--- config.mk ---
export PLATFORM = sky130hd
export DESIGN_NAME = pinbank_gpio
export DESIGN_NICKNAME = d
export VERILOG_FILES = /design/src/rtl/gpb_pkg.sv /design/src/rtl/gpb_sync.sv /design/src/rtl/gpb_bank.sv /design/src/rtl/pinbank_gpio.sv
export SDC_FILE = /design/constraint.sdc
export NUM_CORES = 1
export LEC_CHECK = 0
export CORE_ASPECT_RATIO = 0.8
export CORE_MARGIN = 5
export CORE_UTILIZATION = 45
export CTS_CLUSTER_SIZE = 24
export DETAILED_ROUTE_END_ITERATION = 6
export PLACE_DENSITY = 0.66
export SLEW_MARGIN = 20
export SYNTH_ARGS = -nofsm -noshare
export SYNTH_HDL_FRONTEND = slang
export SYNTH_SLANG_ARGS = --single-unit
--- constraint.sdc ---
create_clock -name clk -period 25.6 [get_ports clk]
set_input_delay 6.4 -clock clk [delete_from_list [all_inputs] [get_ports clk]]
set_output_delay 6.4 -clock clk [all_outputs]
set_load 0.05 [all_outputs]
--- src/rtl/gpb_pkg.sv ---
`timescale 1ns/1ps
package gpb_pkg;
  localparam int ADDR_W  = 8;
  localparam int GRP_LSB = 4;
  localparam int BNK_LSB = 2;
  // register groups, selected by address bits 7:4
  localparam logic [3:0] GRP_DIR  = 4'h0;
  localparam logic [3:0] GRP_POL  = 4'h2;
  localparam logic [3:0] GRP_TYPE = 4'h3;
  localparam logic [3:0] GRP_EN   = 4'h4;
  localparam logic [3:0] GRP_STS  = 4'h5;
  localparam logic [3:0] GRP_PEN  = 4'h6;
  localparam logic [3:0] GRP_DIN  = 4'h7;
  localparam logic [3:0] GRP_DOUT = 4'h8;
endpackage

--- src/rtl/gpb_sync.sv ---
`timescale 1ns/1ps
module gpb_sync #(
  parameter int W = 90
) (
  input  logic         clk,
  input  logic         rst_n,
  input  logic [W-1:0] d,
  output logic [W-1:0] q
);
  logic [W-1:0] meta_q;

  always_ff @(posedge clk or negedge rst_n) begin
    if (!rst_n) begin
      meta_q <= '0;
      q      <= '0;
    end else begin
      meta_q <= d;
      q      <= meta_q;
    end
  end
endmodule

--- src/rtl/gpb_bank.sv ---
`timescale 1ns/1ps
module gpb_bank
  import gpb_pkg::*;
#(
  parameter int PINS = 30
) (
  input  logic            clk,
  input  logic            rst_n,
  input  logic            wr_en,
  input  logic [3:0]      wr_grp,
  input  logic [PINS-1:0] wr_data,
  input  logic [PINS-1:0] pin_lvl,
  output logic [PINS-1:0] dir_q,
  output logic [PINS-1:0] pol_q,
  output logic [PINS-1:0] type_q,
  output logic [PINS-1:0] en_q,
  output logic [PINS-1:0] sts_q,
  output logic [PINS-1:0] pen_q,
  output logic [PINS-1:0] dout_q,
  output logic            irq
);
  logic [PINS-1:0] prev_q;
  logic [PINS-1:0] dir_d, pol_d, type_d, en_d, sts_d, pen_d, dout_d;
  logic [PINS-1:0] ack_mask, active, hit;

  // next state
  always_comb begin
    dir_d    = dir_q;
    pol_d    = pol_q;
    type_d   = type_q;
    en_d     = en_q;
    pen_d    = pen_q;
    dout_d   = dout_q;
    ack_mask = '1;
    if (wr_en) begin
      case (wr_grp)
        GRP_DIR:  dir_d    = wr_data;
        GRP_POL:  pol_d    = wr_data;
        GRP_TYPE: type_d   = wr_data;
        GRP_EN:   en_d     = wr_data;
        GRP_STS:  ack_mask = wr_data;
        GRP_PEN:  pen_d    = wr_data;
        GRP_DOUT: dout_d   = wr_data;
        default:  ;
      endcase
    end
    // level matches polarity; edge mode additionally needs a change
    active = ~(pin_lvl ^ pol_q);
    hit    = active & (~type_q | (pin_lvl ^ prev_q));
    sts_d  = (sts_q & ack_mask) | hit;
  end

  // registers
  always_ff @(posedge clk or negedge rst_n) begin
    if (!rst_n) begin
      dir_q  <= '1;
      pol_q  <= '0;
      type_q <= '0;
      en_q   <= '0;
      sts_q  <= '0;
      pen_q  <= '0;
      dout_q <= '0;
      prev_q <= '0;
    end else begin
      dir_q  <= dir_d;
      pol_q  <= pol_d;
      type_q <= type_d;
      en_q   <= en_d;
      sts_q  <= sts_d;
      pen_q  <= pen_d;
      dout_q <= dout_d;
      prev_q <= pin_lvl;
    end
  end

  assign irq = |(dir_q & sts_q & en_q);
endmodule

--- src/rtl/pinbank_gpio.sv ---
`timescale 1ns/1ps
module pinbank_gpio
  import gpb_pkg::*;
#(
  parameter int NBANKS = 3,
  parameter int PINS   = 30,
  parameter int DW     = 32
) (
  input  logic                   clk,
  input  logic                   rst_n,
  input  logic                   bus_sel,
  input  logic                   bus_we,
  input  logic [ADDR_W-1:0]      bus_addr,
  input  logic [DW-1:0]          bus_wdata,
  output logic [DW-1:0]          bus_rdata,
  input  logic [NBANKS*PINS-1:0] pad_in,
  output logic [NBANKS*PINS-1:0] pad_out,
  output logic [NBANKS*PINS-1:0] pad_oe,
  output logic [NBANKS-1:0]      irq
);
  localparam int NPADS = NBANKS * PINS;

  // reset: asynchronous assert, synchronous release
  logic rs1_q, rst_core_n;
  always_ff @(posedge clk or negedge rst_n) begin
    if (!rst_n) begin
      rs1_q      <= 1'b0;
      rst_core_n <= 1'b0;
    end else begin
      rs1_q      <= 1'b1;
      rst_core_n <= rs1_q;
    end
  end

  // address decode
  logic [3:0]        grp;
  logic [1:0]        bnk;
  logic              addr_ok;
  logic [NBANKS-1:0] wr_bank;
  logic              unused_wdata;

  assign grp     = bus_addr[GRP_LSB +: 4];
  assign bnk     = bus_addr[BNK_LSB +: 2];
  assign addr_ok = (bus_addr[1:0] == 2'b00) && (grp <= GRP_DOUT) &&
                   (grp != 4'h1) && (int'(bnk) < NBANKS);
  assign unused_wdata = ^bus_wdata[DW-1:PINS];

  // pad input synchronizer
  logic [NPADS-1:0] pin_sync;
  gpb_sync #(.W(NPADS)) u_sync (
    .clk   (clk),
    .rst_n (rst_core_n),
    .d     (pad_in),
    .q     (pin_sync)
  );

  logic [PINS-1:0]  dir_b [NBANKS];
  logic [PINS-1:0]  pol_b [NBANKS];
  logic [PINS-1:0]  type_b[NBANKS];
  logic [PINS-1:0]  en_b  [NBANKS];
  logic [PINS-1:0]  sts_b [NBANKS];
  logic [PINS-1:0]  pen_b [NBANKS];
  logic [PINS-1:0]  dout_b[NBANKS];
  logic [NPADS-1:0] sts_all, pen_all;

  for (genvar b = 0; b < NBANKS; b++) begin : g_bank
    assign wr_bank[b] = bus_sel && bus_we && addr_ok && (int'(bnk) == b);

    gpb_bank #(.PINS(PINS)) u_bank (
      .clk     (clk),
      .rst_n   (rst_core_n),
      .wr_en   (wr_bank[b]),
      .wr_grp  (grp),
      .wr_data (bus_wdata[PINS-1:0]),
      .pin_lvl (pin_sync[b*PINS +: PINS]),
      .dir_q   (dir_b[b]),
      .pol_q   (pol_b[b]),
      .type_q  (type_b[b]),
      .en_q    (en_b[b]),
      .sts_q   (sts_b[b]),
      .pen_q   (pen_b[b]),
      .dout_q  (dout_b[b]),
      .irq     (irq[b])
    );

    assign pad_out[b*PINS +: PINS] = dout_b[b];
    assign pad_oe [b*PINS +: PINS] = ~dir_b[b] & pen_b[b];
    assign sts_all[b*PINS +: PINS] = sts_b[b];
    assign pen_all[b*PINS +: PINS] = pen_b[b];
  end

  // read mux, same-cycle
  logic [PINS-1:0] rd_val;
  always_comb begin
    rd_val = '0;
    if (bus_sel && !bus_we && addr_ok) begin
      for (int b = 0; b < NBANKS; b++) begin
        if (int'(bnk) == b) begin
          case (grp)
            GRP_DIR:  rd_val = dir_b[b];
            GRP_POL:  rd_val = pol_b[b];
            GRP_TYPE: rd_val = type_b[b];
            GRP_EN:   rd_val = en_b[b];
            GRP_STS:  rd_val = sts_b[b];
            GRP_PEN:  rd_val = pen_b[b];
            GRP_DIN:  rd_val = pin_sync[b*PINS +: PINS];
            GRP_DOUT: rd_val = dout_b[b];
            default:  rd_val = '0;
          endcase
        end
      end
    end
  end

  assign bus_rdata = {{(DW-PINS){1'b0}}, rd_val};
endmodule

==> results.yml <==
status:
  status: "finished, violations left"
  failed_checks: "DRC"
placed_design:
  place_congestion: 0.936
  hpwl_um: 95900
  dp.cells: 4445
  portBuffers: 344
  placed_area_sq_um: 43600
layout:
  finalInstanceArea_sq_um: 46800
  drive_gt1_frac: 0.262
  nets: 3545
  area_growth_pct: 19.6
  final_cells: 4615
  multiInputGateArea_sq_um: 15400
  fill_cells: 7298
  regArea_sq_um: 22700
clock_tree:
  clockRootBuffer: "clkbuf_16"
  clkTransAtPathRegs_ps: 60
  post_cts_resized: 0
  postCtsHoldBufs: 0
  clock_latency_ps: 680
  cts.sinks: 902
  post_cts_buffers: 0
  cts_buffers: 91
  clockBufferDepth: 3
  tritoncts: "yes"
  ctsHtreeMaxLevel: 3
logic_synthesis:
  synth_area_per_cell_sq_um: 12.5
  yosysTopAreaCell: "dfrtp_1"
  yosys.cell_count.top_type: "dfrtp_1"
  synth_flop_cell: "dfrtp_1"
  synth-seq-cells: 902
  synth_area_sq_um: 39100
  synthTopCellsByArea: "dfrtp_1, mux2_2, dfstp_2, a22oi_1, nor2b_1"
  synthDistinctLibCells: 64
  synth_commonest_cells: "dfrtp_1, mux2_2, a22oi_1"
  synthArstFlopShare: 1.00
  synth_cells: 3136
  yosys_warnings: 0
  synth-edff-count: 0
  synth_top_area_share: 0.519
  synth_seq_area_share: 0.579
detailed_routing:
  via_per_inst: 6.45
  drc: 1
  first_pass_iters: 7
  wire_per_inst_um: 31.7
  antenna_left: 0
  drt_iter0_drc: 3828
  num_vias: 29800
  wl_um: 146000
power_and_ir_drop:
  power.density_nw_per_um2: 66.5
  leakage_nw: 20.1
  irDropWorstVdd_uv: 58.0
critical_path:
  regToRegStartpoint: "rst_core_n"
  critPathLaunchType: "input port"
  r2r_slack_ps: 22820
  cp.arrival_ps: 11160
  timing.rr.end: "g_bank[2].u_bank.type_q[13]"
  path_class: "input port to output port"
  critPathCaptureType: "output port"
  cp.required_ps: 19200
  cp_max_fo: 32
  rr_worst_depth: 2
die:
  core_area_sq_um: 86000
  die_w_um: 340
  start_util: 0.455
  die-area_sq_um: 93000
  num_io_pins: 349
  die_h_um: 274
  fp-row-count: 96
sta:
  rsz0062_at_grt: "no"
  fin_crit_ps: 17560
  max_slew_margin: 0.164
  tightest_slew_ps: 1250
  finalSetupViolations: 0
  setup_tns_ps: 0
  fmax_ghz: 0.0570
  fin_crit_sh: 0.686
  final-hold-violation-count: 0
  drv_slew: 0
  fin_skew_ps: 28.1
hold_path:
  hold_path_class: "register to register"
  worstHoldPathCells: 0
  hold_end: "u_sync.q[54]"
  min_from: "u_sync.meta_q[54]"
grt:
  antenna_found_initial: 12
  grt_start_max_net_pins: 185
  grt_overflow_total: 0
  grt_pass1_vias: 28900
  track_usage: 0.307
  grt_pass1_wl_um: 209000
job:
  max-cap-violations: 0
==> critical path, stage by stage <==
cell             delay (ps)
buf_2                    80
buf_4                   470
buf_4                   670
and3b_1                1030
a22oi_1                 220
o22ai_1                 180
nor2_1                  130
nor4_1                  940
clkdlybuf4s50_1         980
==> layout by cell type, fill, tap and decap left out, types with 34 or more instances in the layout <==
master           netlist  final
dfrtp_1              812    811
mux2_2               538    538
clkdlybuf4s50_1        0    340
a22oi_1              213    213
nor2b_1              187    185
nand2_1              145    143
o21ai_0              124    124
nand3_1              115    115
clkbuf_16              0     95
dfstp_2               90     90
buf_4                 13     86
o311ai_0              79     79
o22ai_1               72     72
nor2_1                70     67
mux2i_1               59     59
nor3_1                44     44
nand2b_1              36     34
and3_1                34     34
==> through the flow <==
stage / power, W / hold WS [ps] / worst slack [ps] / util
2_1_floorplan: 0.00161 / 331 / 10110 / -
3_3_place_gp: 0.00172 / 333 / 8260 / 0.508
3_5_place_dp: 0.00172 / 335 / 8330 / 0.508
4_1_cts: 0.00312 / 335 / 8340 / 0.544
5_1_grt: 0.00320 / 347 / 8160 / 0.544
6_report: 0.00311 / 329 / 8040 / 0.544
==> sequential cells by signal, summed over array words and instances (netlist names) <==
signal	count
g_bank.u_bank.dir_q	90
g_bank.u_bank.dout_q	90
g_bank.u_bank.en_q	90
g_bank.u_bank.pen_q	90
g_bank.u_bank.pol_q	90
g_bank.u_bank.prev_q	90
g_bank.u_bank.sts_q	90
g_bank.u_bank.type_q	90
u_sync.meta_q	90
u_sync.q	90
rs1_q	1
rst_core_n	1
==> report_power, final <==
group          leakage (nW)  switching, W  internal (W)
Clock                  1.54      0.000591      0.000820
Combinational          7.43      0.000148     0.0000636
Sequential             11.2     0.0000307       0.00146
Total                  20.1      0.000769       0.00234
==> layer usage <==
| metal | vias to the layer above | wire [um] | global-route usage |
|---|---|---|---|
| li1 | 12300 | - | - |
| met1 | 15200 | 57800 | 0.421 |
| met2 | 1894 | 60900 | 0.435 |
| met3 | 373 | 20200 | 0.122 |
| met4 | 8 | 7250 | 0.130 |
| met5 | - | 50 | 0 |
==> kinds of logic after synthesis <==
kind of cell / count (synthesis) / synth area share
multiplexers: 603 / 0.172
other: 2 / 0.000192
flip-flops: 902 / 0.579
AND/OR/NAND/NOR: 716 / 0.0985
buffers and inverters: 253 / 0.0295
AO/OA/AOI/OAI: 660 / 0.121
==> layout make-up <==
cell class / count / share of cell area
multi-input combinational: 1982 / 0.330
clock inverter: 40 / 0.0106
tap: 1127 / 0.0301
antenna: 3 / 0.000160
clock buffer: 127 / 0.0568
inverter: 2 / 0.000160
timing repair buffer: 432 / 0.0879
sequential: 902 / 0.485
==> worst max path at each step <==
stage,start,endpoint,slack (ps),cells after the start
floorplan,bus_addr[5],bus_rdata[22],10110,9
global route,bus_addr[4],bus_rdata[8],8160,9
CTS,bus_addr[7],bus_rdata[8],8340,9
global placement,bus_addr[7],bus_rdata[8],8260,9
finish,bus_addr[4],bus_rdata[8],8040,9
detailed placement,bus_addr[7],bus_rdata[8],8330,9
Power figures use the tool's default switching activity.
